--- config.mk ---
export PLATFORM = sky130hd
export DESIGN_NAME = sfw_writer
export DESIGN_NICKNAME = d
export VERILOG_FILES = /design/src/rtl/sfw_pkg.sv /design/src/rtl/sfw_field_merge.sv /design/src/rtl/sfw_span.sv /design/src/rtl/sfw_walker.sv /design/src/rtl/sfw_writer.sv
export SDC_FILE = /design/constraint.sdc
export NUM_CORES = 1
export LEC_CHECK = 0
export BUFFER_PORTS_ARGS = -buffer_cell sky130_fd_sc_hd__buf_2
export CAP_MARGIN = 40
export CORE_UTILIZATION = 55
export CTS_CLUSTER_DIAMETER = 50
export DETAILED_ROUTE_END_ITERATION = 8
export PLACE_DENSITY = 0.8
export SETUP_SLACK_MARGIN = 0.3
export SLEW_MARGIN = 20
export SYNTH_ARGS = -nofsm -noshare
export SYNTH_HDL_FRONTEND = slang
export SYNTH_SLANG_ARGS = --single-unit
--- constraint.sdc ---
create_clock -name clk -period 12.2 [get_ports clk]
set_input_delay 1.83 -clock clk [delete_from_list [all_inputs] [get_ports clk]]
set_output_delay 1.83 -clock clk [all_outputs]
set_load 0.02 [all_outputs]
--- src/rtl/sfw_pkg.sv ---
package sfw_pkg;
  typedef enum logic [2:0] {
    ST_IDLE,
    ST_FETCH,
    ST_READ,
    ST_WRITE,
    ST_DONE
  } sfw_state_e;
endpackage

--- src/rtl/sfw_field_merge.sv ---
module sfw_field_merge #(
  parameter int REG_W = 8,
  parameter int VAL_W = 32,
  parameter int POS_W = 3
) (
  input  logic [REG_W-1:0] old_byte,
  input  logic [VAL_W-1:0] bits,
  input  logic [POS_W-1:0] lo,
  input  logic [POS_W-1:0] hi,
  output logic [REG_W-1:0] merged,
  output logic [POS_W:0]   width
);
  function automatic logic [POS_W:0] span_of(input logic [POS_W-1:0] l, input logic [POS_W-1:0] h);
    if (h >= l) return {1'b0, h} - {1'b0, l} + 1'b1;
    return '0;
  endfunction

  function automatic logic [REG_W-1:0] splice(input logic [REG_W-1:0] o, input logic [VAL_W-1:0] v,
                                              input logic [POS_W-1:0] l, input logic [POS_W-1:0] h);
    logic [REG_W-1:0] r;
    r = o;
    for (int b = 0; b < REG_W; b++) begin
      if (b >= int'(l) && b <= int'(h)) r[b] = v[b - int'(l)];
    end
    return r;
  endfunction

  always_comb begin
    width  = span_of(lo, hi);
    merged = splice(old_byte, bits, lo, hi);
  end
endmodule

--- src/rtl/sfw_span.sv ---
module sfw_span #(
  parameter int TOT_W = 10,
  parameter int VAL_W = 32
) (
  input  logic [TOT_W-1:0] total,
  output logic [VAL_W:0]   space
);
  function automatic logic [VAL_W:0] pow2_sat(input logic [TOT_W-1:0] t);
    if (int'(t) > VAL_W) return {(VAL_W+1){1'b1}};
    return (VAL_W+1)'(1) << t;
  endfunction

  assign space = pow2_sat(total);
endmodule

--- src/rtl/sfw_walker.sv ---
module sfw_walker
  import sfw_pkg::*;
#(
  parameter int          IDX_W   = 8,
  parameter int          POS_W   = 3,
  parameter int          REG_W   = 8,
  parameter int          VAL_W   = 32,
  parameter int          LIST_AW = 6,
  parameter int          TOT_W   = 10,
  parameter logic [7:0]  END_IDX = 8'hFF,
  localparam int         DESC_W  = IDX_W + 2*POS_W
) (
  input  logic               clk,
  input  logic               rst_n,
  input  logic               start_req,
  input  logic               start_query,
  input  logic [VAL_W-1:0]   start_value,
  input  logic [LIST_AW-1:0] start_base,
  input  logic [DESC_W-1:0]  desc_entry,
  input  logic               reg_ack,
  input  logic [REG_W-1:0]   merged_byte,
  input  logic [POS_W:0]     field_w,
  output logic               busy,
  output logic               done,
  output logic [LIST_AW-1:0] desc_addr,
  output logic               reg_req,
  output logic               reg_we,
  output logic [IDX_W-1:0]   reg_idx,
  output logic [REG_W-1:0]   reg_wdata,
  output logic [POS_W-1:0]   field_lo,
  output logic [POS_W-1:0]   field_hi,
  output logic [VAL_W-1:0]   value_bits,
  output logic [TOT_W-1:0]   total_width,
  output logic               rd_ack_ev,
  output logic               wr_ack_ev,
  output logic               list_end_ev
);
  sfw_state_e         state_q;
  logic [LIST_AW-1:0] ptr_q;
  logic [VAL_W-1:0]   val_q;
  logic               query_q;
  logic [IDX_W-1:0]   idx_q;
  logic [POS_W-1:0]   lo_q, hi_q;
  logic [REG_W-1:0]   wbyte_q;
  logic [TOT_W-1:0]   total_q;

  logic [IDX_W-1:0]   d_idx;
  logic [POS_W-1:0]   d_lo, d_hi;
  logic               fetching;

  assign d_idx = desc_entry[DESC_W-1 -: IDX_W];
  assign d_hi  = desc_entry[2*POS_W-1 -: POS_W];
  assign d_lo  = desc_entry[POS_W-1:0];

  assign fetching    = (state_q == ST_FETCH);
  assign list_end_ev = fetching && (d_idx == IDX_W'(END_IDX));
  assign rd_ack_ev   = (state_q == ST_READ)  && reg_ack;
  assign wr_ack_ev   = (state_q == ST_WRITE) && reg_ack;

  assign field_lo    = fetching ? d_lo : lo_q;
  assign field_hi    = fetching ? d_hi : hi_q;
  assign value_bits  = val_q;
  assign desc_addr   = ptr_q;
  assign busy        = (state_q != ST_IDLE);
  assign done        = (state_q == ST_DONE);
  assign reg_req     = (state_q == ST_READ) || (state_q == ST_WRITE);
  assign reg_we      = (state_q == ST_WRITE);
  assign reg_idx     = idx_q;
  assign reg_wdata   = wbyte_q;
  assign total_width = total_q;

  always_ff @(posedge clk or negedge rst_n) begin
    if (!rst_n) begin
      state_q <= ST_IDLE;
      ptr_q   <= '0;
      val_q   <= '0;
      query_q <= 1'b0;
      idx_q   <= '0;
      lo_q    <= '0;
      hi_q    <= '0;
      wbyte_q <= '0;
      total_q <= '0;
    end else begin
      unique case (state_q)
        ST_IDLE: begin
          if (start_req) begin
            state_q <= ST_FETCH;
            ptr_q   <= start_base;
            val_q   <= start_value;
            query_q <= start_query;
            total_q <= '0;
          end
        end
        ST_FETCH: begin
          if (list_end_ev) begin
            state_q <= ST_DONE;
          end else if (query_q) begin
            total_q <= total_q + TOT_W'(field_w);
            ptr_q   <= ptr_q + 1'b1;
          end else begin
            idx_q   <= d_idx;
            lo_q    <= d_lo;
            hi_q    <= d_hi;
            state_q <= ST_READ;
          end
        end
        ST_READ: begin
          if (reg_ack) begin
            wbyte_q <= merged_byte;
            state_q <= ST_WRITE;
          end
        end
        ST_WRITE: begin
          if (reg_ack) begin
            val_q   <= val_q >> field_w;
            total_q <= total_q + TOT_W'(field_w);
            ptr_q   <= ptr_q + 1'b1;
            state_q <= ST_FETCH;
          end
        end
        ST_DONE: state_q <= ST_IDLE;
        default: state_q <= ST_IDLE;
      endcase
    end
  end
endmodule

--- src/rtl/sfw_writer.sv ---
module sfw_writer #(
  parameter int         VAL_W   = 32,
  parameter int         REG_W   = 8,
  parameter int         IDX_W   = 8,
  parameter int         LIST_AW = 6,
  parameter logic [7:0] END_IDX = 8'hFF,
  localparam int        POS_W   = $clog2(REG_W),
  localparam int        DESC_W  = IDX_W + 2*POS_W,
  localparam int        TOT_W   = $clog2(((1 << LIST_AW) * REG_W) + 1)
) (
  input  logic               clk,
  input  logic               rst_n,
  input  logic               start_req,
  input  logic               start_query,
  input  logic [VAL_W-1:0]   start_value,
  input  logic [LIST_AW-1:0] start_base,
  output logic               busy,
  output logic               done,
  output logic [LIST_AW-1:0] desc_addr,
  input  logic [DESC_W-1:0]  desc_entry,
  output logic               reg_req,
  output logic               reg_we,
  output logic [IDX_W-1:0]   reg_idx,
  output logic [REG_W-1:0]   reg_wdata,
  input  logic [REG_W-1:0]   reg_rdata,
  input  logic               reg_ack,
  output logic [TOT_W-1:0]   total_width,
  output logic [VAL_W:0]     value_space
);
  logic [REG_W-1:0] merged_byte;
  logic [POS_W:0]   field_w;
  logic [POS_W-1:0] field_lo, field_hi;
  logic [VAL_W-1:0] value_bits;
  logic             rd_ack_ev, wr_ack_ev, list_end_ev;

  sfw_walker #(
    .IDX_W(IDX_W), .POS_W(POS_W), .REG_W(REG_W), .VAL_W(VAL_W),
    .LIST_AW(LIST_AW), .TOT_W(TOT_W), .END_IDX(END_IDX)
  ) u_walk (
    .clk(clk), .rst_n(rst_n),
    .start_req(start_req), .start_query(start_query),
    .start_value(start_value), .start_base(start_base),
    .desc_entry(desc_entry), .reg_ack(reg_ack),
    .merged_byte(merged_byte), .field_w(field_w),
    .busy(busy), .done(done), .desc_addr(desc_addr),
    .reg_req(reg_req), .reg_we(reg_we), .reg_idx(reg_idx), .reg_wdata(reg_wdata),
    .field_lo(field_lo), .field_hi(field_hi), .value_bits(value_bits),
    .total_width(total_width),
    .rd_ack_ev(rd_ack_ev), .wr_ack_ev(wr_ack_ev), .list_end_ev(list_end_ev)
  );

  sfw_field_merge #(.REG_W(REG_W), .VAL_W(VAL_W), .POS_W(POS_W)) u_merge (
    .old_byte(reg_rdata), .bits(value_bits), .lo(field_lo), .hi(field_hi),
    .merged(merged_byte), .width(field_w)
  );

  sfw_span #(.TOT_W(TOT_W), .VAL_W(VAL_W)) u_span (
    .total(total_width), .space(value_space)
  );
endmodule

==> metrics.yaml <==
status:
  outcome: "completed"
floorplan:
  die_area_sq_um: 12900
  io_pins: 134
  fp.coreArea_sq_um: 12100
  die_h_microns: 113
  fp.dieW_microns: 113
  initial_core_util_pct: 56.6
  placementRows: 40
sta:
  finalHoldViolCount: 0
  worstMarginPinSlew_ns: 0.879
  rsz0062_at_grt: "no"
  setup_viol: 0
  finalCritPeriodShare_pct: 53.6
  relSlewSlack_pct: 41.4
  drv_slew: 0
  fmaxAchievable_ghz: 0.153
  setup_ws_ns: 5.66
  tns_ns: 0
  period_needed_ns: 6.54
  finClkSkew_ns: 0.00598
placed_design:
  dp_hpwl_microns: 16500
  gp_congestion: 0.999
  port_buffers: 133
  pre_cts_ws_ns: 5.42
  postPlaceCellArea_sq_um: 7540
  dp.cells: 1065
clocking:
  cts_hold_buf: 0
  h-tree-depth: 3
  clk_pin_slew_ns: 0.06
  cts.sinks: 74
  numCtsBuffers: 9
  ctsResizeCount: 0
  cts.path.max_buffers: 2
  clk_latency_ns: 0.35
  cts_setup_buffers: 0
  root_buffer: "clkbuf_16"
  cts_tree: "yes"
final_layout:
  final_cell_mix: "buf_2 (132), o21ai_0 (86), dfrtp_1 (74)"
  design_area_sq_um: 7930
  area_delta_synth_final_pct: 16.2
  final_common_cell: "buf_2"
  num_antenna_cells: 0
  nets: 992
  layout-drive-gt1-share_pct: 24.9
  fin_cells: 1083
  fillers: 1092
global_routing:
  grt_pass1_wl_microns: 36800
  grt_pass1_vias: 6771
  grt-ovfl-total: 0
  antenna_found_initial: 0
  grt_max_degree: 50
  grt_use_total_pct: 36.9
setup_path:
  worst_setup_path_end_kind: "flip-flop"
  cp-start-kind: "input port"
  required_ns: 12.40
  path_max_fanout: 33
  cp_slowest_cell: "mux2i_4"
  crit_path_max_incr_delay_ns: 0.60
  path_class: "in2reg"
  reg2reg_depth: 18
  path_cells: "buf_2, mux2i_4, inv_2, nor2_1, ha_1, inv_1, fa_1, buf_4, clkinv_1, o31ai_4, inv_2, ha_1, nor2b_1, o21ai_0, a221oi_1, nand3_1, xor2_1, nor2_1"
  crit_arrival_ns: 6.75
synth:
  synth_nets: 900
  synthTopCellsByArea: "dfrtp_1 (27%), mux2i_1 (6.7%), o21ai_0 (6.3%)"
  ys.flop_type: "dfrtp_1"
  synth_cell_types: 72
  synth_cells: 818
  yosysTopAreaCell: "dfrtp_1"
  synth_edf_count: 0
  syn-cell-area_sq_um: 6820
  async_flop_share_pct: 100
  ys_seq_elements: 74
  ys_warn_count: 0
  synth_top_area_share_pct: 27.1
  ys_seq_area_share_pct: 27.1
  synth.avg_cell_area_sq_um: 8.34
worst_hold_path:
  holdPathStages: 1
  hp-class: "reg2reg"
run:
  max_cap_viol_count: 0
routing:
  drt-initial-drc-count: 905
  vias: 7273
  wl_per_cell_microns: 21.3
  drt_wl_total_microns: 23100
  drt-vias-per-instance: 6.72
  firstDrtPassIters: 6
  antenna_left: 0
  route.detailed.drc: 0
sequential cells by signal, indices dropped and copies added, names as in the netlist:
| register | cells |
|---|---|
| u_walk.value_bits | 32 |
| u_walk.total_width | 10 |
| u_walk.reg_idx | 8 |
| u_walk.reg_wdata | 8 |
| u_walk.desc_addr | 6 |
| u_walk.hi_q | 3 |
| u_walk.lo_q | 3 |
| u_walk.state_q | 3 |
| u_walk.query_q | 1 |
worst paths after layout:
path / to / start / slack (ns)
max: u_walk.total_width[6]$_DFFE_PN0P_ / desc_entry[0] / 5.66
min: u_walk.reg_wdata[7]$_DFFE_PN0P_ / u_walk.reg_wdata[7]$_DFFE_PN0P_ / 0.48
max reg2reg: u_walk.total_width[6]$_DFFE_PN0P_ / u_walk.state_q[0]$_DFFE_PN0P_ / 5.88
min reg2reg: u_walk.reg_wdata[7]$_DFFE_PN0P_ / u_walk.reg_wdata[7]$_DFFE_PN0P_ / 0.48
max in group asynchronous: u_walk.value_bits[11]$_DFFE_PN0P_ / rst_n / 10.16
min in group asynchronous: u_walk.reg_idx[1]$_DFFE_PN0P_ / rst_n / 1.45
layer usage:
metal | part of all wire [%] | routed length (microns) | track usage (%) | up-vias
met5 | 0 | 0 | 0 | -
met4 | 3.9 | 900 | 16.1 | 0
met3 | 9.2 | 2140 | 8.82 | 71
met2 | 45 | 10500 | 56.9 | 433
met1 | 41 | 9560 | 49.7 | 3465
li1 | - | - | - | 3304
worst max-delay path, delay by kind of cell:
kind	cells	cell delay [ns]
AO/OA/AOI/OAI	3	0.99
XOR/XNOR	1	0.16
adder cells (fa/ha/maj)	3	1.04
buffers and inverters	6	1.56
multiplexers	1	0.60
AND/OR/NAND/NOR	4	0.54
Yosys cell counts, drive strengths merged, types with 6 or more instances:
cell     count
buf         21
or3          6
ha          15
nand3       20
nor3        17
mux2i       48
nor2        61
o211ai      10
a32oi        9
clkbuf      48
inv         26
and3        10
mux4        15
o22ai       11
xnor2        8
a221oi       9
nor2b       13
mux2        28
a21oi       49
a211oi      10
o31ai       15
nand4       10
nand2       67
dfrtp       74
a22oi       11
o2111ai      7
a31oi       20
o21ai       86
nand2b      10
per-stage QoR:
step | util, % | hold WS (ns)
after floorplan | - | 0.479
after global placement | 62.2 | 0.457
after detailed placement | 62.5 | 0.465
after CTS | 65.6 | 0.478
after global routing | 65.7 | 0.501
final | 65.7 | 0.475
kinds of logic after synthesis:
| family | Yosys count | synth area share (%) |
|---|---|---|
| AO/OA/AOI/OAI | 290 | 28.4 |
| XOR/XNOR | 12 | 1.54 |
| adder cells (fa/ha/maj) | 17 | 3.34 |
| buffers and inverters | 96 | 5.76 |
| flip-flops | 74 | 27.1 |
| multiplexers | 91 | 17.0 |
| AND/OR/NAND/NOR | 238 | 16.8 |
cell type report:
type	count	area, sq um	area share (%)
clock buffer	10	239	3.01
clock inverter	6	138	1.74
inverter	27	101	1.28
multi-input combinational	648	4580	57.8
sequential	74	1850	23.4
tap	168	210	2.65
timing repair buffer	150	810	10.2
Power is not shown: default switching activity piles up to over one toggle a cycle in this logic, so the estimate is an artifact.
